==> src/rtl/rcause_pkg.sv <==
package rcause_pkg;
  localparam int REG_W = 16;

  localparam int POS_PWR   = 0;
  localparam int POS_BRN   = 1;
  localparam int POS_IDL   = 2;
  localparam int POS_SLP   = 3;
  localparam int POS_WDT   = 4;
  localparam int POS_SWR   = 6;
  localparam int POS_EXT   = 7;
  localparam int POS_CFG   = 9;
  localparam int POS_DSLP  = 10;
  localparam int POS_BADOP = 14;
  localparam int POS_TRAP  = 15;

  localparam logic [REG_W-1:0] ONE = REG_W'(1);

  localparam logic [REG_W-1:0] IMPL_MASK =
      (ONE << POS_PWR) | (ONE << POS_BRN) | (ONE << POS_IDL) | (ONE << POS_SLP) |
      (ONE << POS_WDT) | (ONE << POS_SWR) | (ONE << POS_EXT) | (ONE << POS_CFG) |
      (ONE << POS_DSLP) | (ONE << POS_BADOP) | (ONE << POS_TRAP);

  localparam logic [REG_W-1:0] PWRON_VAL = (ONE << POS_PWR) | (ONE << POS_BRN);

  typedef struct packed {
    logic             porLoad;
    logic             swLoad;
    logic [REG_W-1:0] setMask;
    logic [REG_W-1:0] clrMask;
  } rcause_ctl_t;
endpackage

==> src/rtl/rcause_ctrl.sv <==
module rcause_ctrl
  import rcause_pkg::*;
(
  input  logic        porEv,
  input  logic        borEv,
  input  logic        extEv,
  input  logic        swResetEv,
  input  logic        wdtEv,
  input  logic        trapEv,
  input  logic        badOpEv,
  input  logic        cfgMisEv,
  input  logic        sleepEv,
  input  logic        idleEv,
  input  logic        deepSleepEn,
  input  logic        swWrEn,
  output rcause_ctl_t ctl
);
  logic [REG_W-1:0] setM;
  logic [REG_W-1:0] clrM;

  always_comb begin
    setM = '0;
    setM[POS_BRN]   = borEv;
    setM[POS_EXT]   = extEv;
    setM[POS_SWR]   = swResetEv;
    setM[POS_WDT]   = wdtEv;
    setM[POS_TRAP]  = trapEv;
    setM[POS_BADOP] = badOpEv;
    setM[POS_CFG]   = cfgMisEv;
    setM[POS_SLP]   = sleepEv;
    setM[POS_IDL]   = idleEv;
    setM[POS_DSLP]  = sleepEv & deepSleepEn;
  end

  // A power-save instruction clears the flag of the other power-save state.
  always_comb begin
    clrM = '0;
    clrM[POS_IDL] = sleepEv;
    clrM[POS_SLP] = idleEv;
  end

  always_comb begin
    ctl.porLoad = porEv;
    ctl.swLoad  = swWrEn;
    ctl.setMask = setM;
    ctl.clrMask = clrM;
  end
endmodule

==> src/rtl/rcause_dp.sv <==
module rcause_dp
  import rcause_pkg::*;
(
  input  logic             clk,
  input  logic             rstN,
  input  rcause_ctl_t      ctl,
  input  logic [REG_W-1:0] swWrData,
  output logic [REG_W-1:0] regQ
);
  // Priority per bit: power-on, then set, then clear, then software write.
  for (genvar i = 0; i < REG_W; i++) begin : g_bit
    if (IMPL_MASK[i]) begin : g_impl
      always_ff @(posedge clk or negedge rstN) begin
        if (!rstN)                regQ[i] <= PWRON_VAL[i];
        else if (ctl.porLoad)     regQ[i] <= PWRON_VAL[i];
        else if (ctl.setMask[i])  regQ[i] <= 1'b1;
        else if (ctl.clrMask[i])  regQ[i] <= 1'b0;
        else if (ctl.swLoad)      regQ[i] <= swWrData[i];
      end
    end else begin : g_none
      assign regQ[i] = 1'b0;
    end
  end

  logic unusedBits;
  assign unusedBits = ^((ctl.setMask | ctl.clrMask | swWrData) & ~IMPL_MASK);
endmodule

==> src/rtl/reset_cause_reg.sv <==
module reset_cause_reg
  import rcause_pkg::*;
(
  input  logic             clk,
  input  logic             rstN,
  input  logic             porEv,
  input  logic             borEv,
  input  logic             extEv,
  input  logic             swResetEv,
  input  logic             wdtEv,
  input  logic             trapEv,
  input  logic             badOpEv,
  input  logic             cfgMisEv,
  input  logic             sleepEv,
  input  logic             idleEv,
  input  logic             deepSleepEn,
  input  logic             swWrEn,
  input  logic [REG_W-1:0] swWrData,
  output logic [REG_W-1:0] status
);
  rcause_ctl_t ctl;

  rcause_ctrl ctrl_i (
    .porEv(porEv), .borEv(borEv), .extEv(extEv), .swResetEv(swResetEv),
    .wdtEv(wdtEv), .trapEv(trapEv), .badOpEv(badOpEv), .cfgMisEv(cfgMisEv),
    .sleepEv(sleepEv), .idleEv(idleEv), .deepSleepEn(deepSleepEn),
    .swWrEn(swWrEn), .ctl(ctl)
  );

  rcause_dp dp_i (
    .clk(clk), .rstN(rstN), .ctl(ctl), .swWrData(swWrData), .regQ(status)
  );
endmodule

==> config.mk <==
export PLATFORM = sky130hd
export DESIGN_NAME = reset_cause_reg
export DESIGN_NICKNAME = d
export VERILOG_FILES = /design/src/rtl/rcause_pkg.sv /design/src/rtl/rcause_ctrl.sv /design/src/rtl/rcause_dp.sv /design/src/rtl/reset_cause_reg.sv
export SDC_FILE = /design/constraint.sdc
export NUM_CORES = 1
export LEC_CHECK = 0
export BUFFER_PORTS_ARGS = -buffer_cell sky130_fd_sc_hd__clkbuf_2
export CORE_ASPECT_RATIO = 0.7
export CORE_MARGIN = 8
export CORE_UTILIZATION = 44
export DETAILED_ROUTE_END_ITERATION = 7
export PLACE_DENSITY = 0.78
export SLEW_MARGIN = 10
export SYNTH_ARGS = -nofsm -noshare
export SYNTH_HDL_FRONTEND = slang
export SYNTH_HIERARCHICAL = 1
export SYNTH_SLANG_ARGS = --single-unit
==> constraint.sdc <==
create_clock -name clk -period 0.9 [get_ports clk]
set_input_delay 0.09 -clock clk [delete_from_list [all_inputs] [get_ports clk]]
set_output_delay 0.09 -clock clk [all_outputs]
set_load 0.01 [all_outputs]
==> results_dict.tcl, run 1 <==
set metrics [dict create \
    status "complete, but fails checks" \
    violations "setup timing" \
    yosysWarnings 6 \
    place_hpwl_um 1300 \
    num_antenna_cells 0 \
    drt-total-wl_um 1550 \
    startpoint_type "flip-flop" \
    p_leak_nw 0.492 \
    timing.rr.start "dp_i/regQ[6]" \
    synthCells 78 \
    gp_congestion 0.713 \
    grt-ovfl-total 0 \
    path_cells "buf_6" \
    finalSetupViolCount 2 \
    die_area_sq_um 3500 \
    wire_per_inst_um 12.4 \
    largest_reg_flops 11 \
    crit_slowest_cell "dfstp_2" \
    clock_path_buffers 2 \
    grt_pass1_wl_um 2480 \
    whs_endpoint "dp_i/regQ[3]" \
    peakVddDrop_mv 0.617 \
    critPathTopFamily "flip-flops" \
    drv_slew 0 \
    tns_ps -187 \
    top_register "dp_i/regQ" \
    critical_path.max_stage_delay_ps 540 \
    ant_nets 0 \
    critPathMaxFanout 2 \
    vias 529 \
    core_area_sq_um 1810 \
    drc 0 \
    hold_start "idleEv" \
    fin_nets 134 \
    die_y_um 52.0 \
    worstHoldPathType "input port to flip-flop" \
    root_buffer "clkbuf_4" \
    start_util 0.450 \
    io_buffers 35 \
    end_kind "output port" \
    setup_slack_ps -102 \
    reg2reg_depth 3 \
    crit_type "flip-flop to output port" \
    cts_tree "built" \
    drv_cap 0 \
    rsz0062_at_grt "yes" \
    drive_gt1_frac 0.505 \
    cts_htree_levels 1 \
    first_pass_iters 2 \
    first_global_vias 579 \
    vias_per_cell 4.23 \
    pre_cts_ws_ps 46.6 \
    required_ps 810 \
    finalPower_mw 1.17 \
    r2r_end "dp_i/regQ[6]" \
    cts_buffers 3 \
    path_depth 1 \
    reg_top3 "dp_i/regQ (11)" \
    fin_crit_sh 1.11 \
    rows 13 \
    die_width_um 67.4 \
    min_path_cells 2 \
    max_freq_mhz 998 \
    cp.arrival_ps 910 \
    grt_use_total 0.0930 \
    crit_buf_inv 1 \
    grt_max_degree 21 \
    clock-sinks 11 \
    ios 46 \
    netlist_area_sq_um 813 \
    hold_slack_ps 24.3 \
    cts.clk_slew.worst_paths_ps 80 \
    dr.first_iter.drc_count 5 \
    power_density_nw_per_um2 1290 \
    reg2reg_slack_ps 50 \
    antenna_found_initial 0 \
    fin_skew_ps 0 \
    period_needed_ps 1000 \
    clk_latency_ps 260 \
    postSynthAreaPerCell_sq_um 10.4 \
    synthToLayoutAreaGrowth_pct 11.5 \
    hold_viol 0 \
]
[where the power goes]
part           leakage, nW  total (mW)  switching, mW  internal [mW]
clock network       0.0177       0.345          0.180          0.164
logic                0.340       0.273          0.138          0.135
registers            0.134       0.553         0.0197          0.534
total                0.492        1.17          0.338          0.833
[what timing repair did]
| item | in CTS | in global routing |
|---|---|---|
| hold buffers | 1 | 0 |
| buffers inserted | 0 | 1 |
| gates resized for setup | 0 | 5 |
| endpoints found under the setup margin | 3 | 12 |
| hold endpoints to repair | 11 | 0 |
[worst max path at each step]
stage | start | end | slack, ps
2_1_floorplan | dp_i/regQ[0] | dp_i/regQ[0] | 100
3_3_place_gp | swWrEn | dp_i/regQ[4] | 70
3_5_place_dp | porEv | dp_i/regQ[15] | 50
4_1_cts | dp_i/regQ[1] | status[1] | -130
5_1_grt | dp_i/regQ[1] | status[1] | -140
6_report | dp_i/regQ[1] | status[1] | -100
[layout by cell type (no fill, tap or decap), types with 2 or more instances in the layout]
cell      instances
mux2i_1          11
clkbuf_4          3
nor2_1            2
nand2b_1          9
o31ai_2           8
buf_6             2
dfstp_2           2
clkbuf_2         33
dfrtp_1           9
buf_4             3
conb_1           15
[final cells by class]
cell class	instances	area, sq um
tap	22	27.5
sequential	11	278
fill	180	898
clock inverter	1	5.00
multi-input combinational	49	354
clock buffer	3	22.5
timing repair buffer	39	220
[stage by stage]
step,cells,area (sq um),util
after detailed placement,119,850,0.471
after global routing,125,907,0.502
after CTS,124,887,0.491
after global placement,119,850,0.471
final,125,907,0.502
after floorplan,91,862,-
[routing by layer]
metal / share of wire / global-route usage / vias to the layer above
li1: - / - / 269
met1: 0.44 / 0.112 / 235
met2: 0.44 / 0.144 / 25
met3: 0.12 / 0.0428 / 0
met4: 0 / 0.0311 / 0
met5: 0 / 0 / -
Note: power is estimated with default switching activity, not from simulation.
==> run 2, diff against run 1 <==
- CAP_MARGIN: not set -> 40
- CORE_ASPECT_RATIO: 0.7 -> not set
- CORE_UTILIZATION: 44 -> 36
- PLACE_DENSITY: 0.78 -> 0.76
- SYNTH_HIERARCHICAL: 1 -> not set
==> results_dict.tcl, run 2 <==
set metrics [dict create \
    fin_skew_ps 0 \
    dr.first_iter.drc_count 0 \
    pre_cts_ws_ps 5.93 \
    swShare 0.250 \
    clk_latency_ps 250 \
    synth_top_family_by_area "multiplexers" \
    first_global_vias 479 \
    final_area_sq_um 764 \
    crit_type "flip-flop to output port" \
    wire_per_inst_um 12.8 \
    max_freq_mhz 1010 \
    peakVddDrop_mv 0.634 \
    yosys.area_share.simple 0.0543 \
    layout_common_cells "32 x clkbuf_2, 10 x mux2i_1, 9 x dfrtp_1, 7 x a21oi_1, 6 x inv_1" \
    synthAdderAreaFrac 0 \
    synthToLayoutAreaGrowth_pct 38.2 \
    final_common_cell "clkbuf_2" \
    reg2reg_slack_ps 30 \
    clock_path_buffers 2 \
    yosysWarnings 0 \
    cts_buffers 3 \
    placed_area_sq_um 709 \
    vias 471 \
    critical_path.max_stage_delay_ps 540 \
    min_path_cells 3 \
    p_seq_frac 0.505 \
    crit_buf_inv 1 \
    worstHoldPathType "input port to flip-flop" \
    startpoint_type "flip-flop" \
    fin_crit_sh 1.10 \
    synth_compound_area_frac 0.118 \
    finalSetupViolCount 2 \
    synth.mux.area_fraction 0.181 \
    p_switching_mw 0.273 \
    grt_pass1_wl_um 1970 \
    grt_max_degree 14 \
    finalPower_mw 1.09 \
    root_buffer "clkbuf_4" \
    vias_per_cell 4.53 \
    reg2reg_depth 2 \
    grt_use_total 0.0901 \
    ys.flop_type "dfrtp_1" \
    yosys.area_share.xor_xnor 0 \
    yosys-top-cells-area "dfrtp_1 41%, mux2i_1 18%, dfstp_2 9.5%" \
    clock-sinks 11 \
    drv_cap 0 \
    cts_htree_levels 1 \
    whs_endpoint "dp_i.regQ[1]" \
    die_width_um 55.2 \
    setup_slack_ps -86.3 \
    r2r_end "dp_i.regQ[0]" \
    hold_viol 0 \
    yosys-top-cells-count "10 x mux2i_1, 9 x dfrtp_1, 7 x a21oi_1, 6 x inv_1, 5 x buf_4" \
    hold_start "borEv" \
    postSynthAreaPerCell_sq_um 10.8 \
    grt-ovfl-total 0 \
    synthArstFlopShare 1.00 \
    nFillCells 145 \
    drc 0 \
    start_util 0.376 \
    top_register "dp_i.regQ" \
    fin_nets 119 \
    ys_seq_area_frac 0.502 \
    clkPwrFrac 0.290 \
    die_area_sq_um 3050 \
    gp_congestion 0.673 \
    first_pass_iters 1 \
    largest_reg_flops 11 \
    tns_ps -165 \
    timing.rr.start "dp_i.regQ[0]" \
    cts_setup_buffers 0 \
    die_y_um 55.2 \
    reg_top3 "dp_i.regQ (11)" \
    p_leak_nw 0.443 \
    netlist_area_sq_um 553 \
    ant_nets 0 \
    combPwrFrac 0.205 \
    path_cells "buf_6" \
    critPathMaxFanout 2 \
    required_ps 810 \
    hold_slack_ps 12.9 \
    yosysUniqueCellTypes 16 \
    drive_gt1_frac 0.477 \
    drt-total-wl_um 1330 \
    end_kind "output port" \
    ios 46 \
    critPathTopFamily "flip-flops" \
    power_density_nw_per_um2 1420 \
    synth_edf_count 0 \
    cp.arrival_ps 900 \
    rows 14 \
    antenna_found_initial 0 \
    synthCells 51 \
    num_antenna_cells 0 \
    ys_seq_elements 11 \
    core_area_sq_um 1470 \
    violations "setup timing" \
    p_int_mw 0.816 \
    synth_most_common_cell "mux2i_1" \
    rsz0062_at_grt "yes" \
    period_needed_ps 986 \
    cts_tree "built" \
    drv_slew 0 \
    crit_slowest_cell "dfstp_2" \
    status "complete, but fails checks" \
    synth_top_area_cell "dfrtp_1" \
    cts.clk_slew.worst_paths_ps 60 \
    io_buffers 35 \
    synth.top_cell.area_share 0.407 \
]
-- run 2: changes by cell type in the layout (fill, tap and decap cells not counted), sizes merged, moves of 2 or more --
cell    previous run  this run
conb              15         5
a21oi              0         7
nand2b             9         2
o31ai              9         2
inv                0         6
buf                5         3
nand2              0         2
o21ai              2         0
-- run 2: layout make-up --
class	instances	area [sq um]	area share
repair buffers	36	204	0.267
multi-input cells	31	214	0.280
clock buffers	4	26.3	0.0344
flip-flops and latches	11	278	0.363
well taps	16	20.0	0.0262
inverters	6	22.5	0.0295
-- run 2: worst max path at each step --
stage / from / endpoint / slack [ps] / cells past startpoint
2_1_floorplan: dp_i.regQ[0] / dp_i.regQ[0] / 50 / 2
3_3_place_gp: swWrEn / dp_i.regQ[2] / 20 / 3
3_5_place_dp: swWrEn / dp_i.regQ[2] / 6 / 3
4_1_cts: dp_i.regQ[0] / status[0] / -110 / 1
5_1_grt: dp_i.regQ[0] / status[0] / -120 / 1
6_report: dp_i.regQ[1] / status[1] / -90 / 1
-- run 2: power by group through the flow --
stage | logic [mW] | clock network [mW] | registers, mW
floorplan | 0.106 | 0 | 0.575
global placement | 0.210 | 0 | 0.555
detailed placement | 0.216 | 0 | 0.558
global route | 0.249 | 0.359 | 0.554
CTS | 0.220 | 0.332 | 0.549
finish | 0.224 | 0.315 | 0.550
-- run 2: kinds of logic after synthesis --
kind of cell | after synthesis
other | 1
muxes | 10
AOI/OAI and AO/OA | 10
and+or+nand+nor | 6
buffers and inverters | 13
DFF | 11
-- run 2: timing repair --
action,in CTS,in global routing
endpoints found under the setup margin,2,3
hold buffers,1,0
resized for setup,0,6
endpoints found under the hold margin,11,0
-- run 2: per-layer routing --
layer | global-route usage | share of wire | vias to the layer above
met5 | 0 | 0 | -
met1 | 0.0859 | 0.31 | 213
met4 | 0.0720 | 0.010 | 0
met3 | 0.0160 | 0.14 | 2
li1 | - | - | 233
met2 | 0.164 | 0.54 | 23
-- run 2: through the flow --
| stage | cells | utilization |
|---|---|---|
| after floorplan | 55 | - |
| after global placement | 99 | 0.482 |
| after detailed placement | 99 | 0.482 |
| after CTS | 104 | 0.507 |
| after global routing | 104 | 0.520 |
| final | 104 | 0.520 |
==> run 3, diff against run 2 <==
- CELL_PAD_IN_SITES_DETAIL_PLACEMENT: not set -> 0
- CELL_PAD_IN_SITES_GLOBAL_PLACEMENT: not set -> 1
- CORE_ASPECT_RATIO: not set -> 0.7
- CORE_UTILIZATION: 36 -> 25
- PLACE_DENSITY: 0.76 -> not set
- PLACE_DENSITY_LB_ADDON: not set -> 0.1
==> results_dict.tcl, run 3 (synthesis results as in run 2) <==
set metrics [dict create \
    status "complete, but fails checks" \
    violations "setup timing" \
    final_cells 125 \
    cts_tree "built" \
    cp.arrival_ps 910 \
    path_cells "buf_6" \
    gp_congestion 0.599 \
    crit_buf_inv 1 \
    clock_path_buffers 2 \
    finalPower_mw 1.14 \
    clk_latency_ps 260 \
    peakVddDrop_mv 0.848 \
    cts_buffers 3 \
    startpoint_type "flip-flop" \
    synthToLayoutAreaGrowth_pct 52.5 \
    end_kind "output port" \
    vias_per_cell 3.89 \
    dr.first_iter.drc_count 3 \
    hold_viol 0 \
    ant_nets 0 \
    met2_usage 0.113 \
    drc 0 \
    rows 14 \
    drive_gt1_frac 0.495 \
    setup_slack_ps -95.3 \
    p_leak_nw 0.474 \
    top_register "dp_i.regQ" \
    grt_pass1_wl_um 2370 \
    cts.clk_slew.worst_paths_ps 70 \
    final_area_sq_um 843 \
    crit_start "dp_i.regQ[1]" \
    fin_crit_sh 1.11 \
    required_ps 810 \
    drv_slew 0 \
    layout_common_cells "33 x clkbuf_2, 10 x mux2i_1, 9 x dfrtp_1, 7 x a21oi_1, 6 x inv_1" \
    finalSetupViolCount 2 \
    root_buffer "clkbuf_4" \
    power_density_nw_per_um2 1350 \
    vias 486 \
    period_needed_ps 995 \
    min_path_cells 2 \
    reg_top3 "dp_i.regQ (11)" \
    clock-sinks 11 \
    utilization 0.398 \
    place_hpwl_um 1200 \
    dp.cells 117 \
    placed_area_sq_um 769 \
    final_common_cell "clkbuf_2" \
    num_antenna_cells 0 \
    fin_skew_ps 0 \
    crit_type "flip-flop to output port" \
    core_area_sq_um 2120 \
    timing.rr.start "dp_i.regQ[0]" \
    path_depth 1 \
    drt-total-wl_um 1470 \
    gr-max-usage-layer "met2" \
    die_width_um 72.2 \
    grt_use_total 0.0755 \
    crit_slowest_cell "dfstp_2" \
    worstHoldPathType "input port to flip-flop" \
    grt_use_met1 0.0821 \
    wire_per_inst_um 11.7 \
    critPathTopFamily "flip-flops" \
    use_met3 0.0576 \
    ios 46 \
    largest_reg_flops 11 \
    critPathMaxFanout 2 \
    hold_slack_ps 22.5 \
    io_buffers 35 \
    pre_cts_ws_ps 63.1 \
    start_util 0.261 \
    grt_max_degree 14 \
    rsz0062_at_grt "yes" \
    antenna_found_initial 0 \
    tns_ps -178 \
    die_y_um 55.4 \
    grt-ovfl-total 0 \
    die_area_sq_um 4000 \
    cts_htree_levels 1 \
    fin_nets 124 \
    reg2reg_depth 2 \
    drv_cap 0 \
    critical_path.max_stage_delay_ps 540 \
    first_pass_iters 2 \
    max_freq_mhz 1000 \
    first_global_vias 540 \
    hold_start "idleEv" \
]
run 3: cell types whose count changed in the layout (fill, tap and decap cells not counted):
cell	before	now
dlygate4sd3_1	1	2
buf_4	0	2
clkbuf_2	32	33
buf_6	3	2
buf_12	0	2
run 3: path summary, 6_finish.rpt:
kind,to,slack [ps]
setup / recovery,status[1],-100
min in group asynchronous,dp_i.regQ[10],230
hold reg to reg,dp_i.regQ[1],560
hold / removal,dp_i.regQ[3],20
setup reg to reg,dp_i.regQ[0],50
max in group asynchronous,dp_i.regQ[0],390
run 3: final cells by class:
class / count / area, sq um
Timing Repair Buffer: 41 / 263
Tap cell: 32 / 40.0
Clock buffer: 4 / 26.3
Multi-Input combinational cell: 31 / 214
Sequential cell: 11 / 278
Inverter: 6 / 22.5
Fill cell: 240 / 1280
run 3: repair_timing:
item / in CTS / in global routing
resized for setup: 0 / 4
setup endpoints to repair: 2 / 8
hold buffers: 2 / 0
gates cloned: 0 / 0
setup buffers: 0 / 2
hold endpoints to repair: 12 / 0
pin swaps: 0 / 0
run 3: layer usage:
| layer | vias up | wire (um) | part of all wire |
|---|---|---|---|
| li1 | 242 | - | - |
| met3 | 2 | 172 | 0.12 |
| met4 | 0 | 6 | 0.0041 |
| met1 | 219 | 633 | 0.43 |
| met2 | 23 | 657 | 0.45 |
| met5 | - | 0 | 0 |
run 3: power by group:
group	internal [mW]	leakage, nW	total [mW]	switching [mW]
combinational	0.136	0.326	0.255	0.120
clock	0.171	0.0150	0.334	0.162
sequential	0.532	0.133	0.549	0.0169
total	0.839	0.474	1.14	0.299
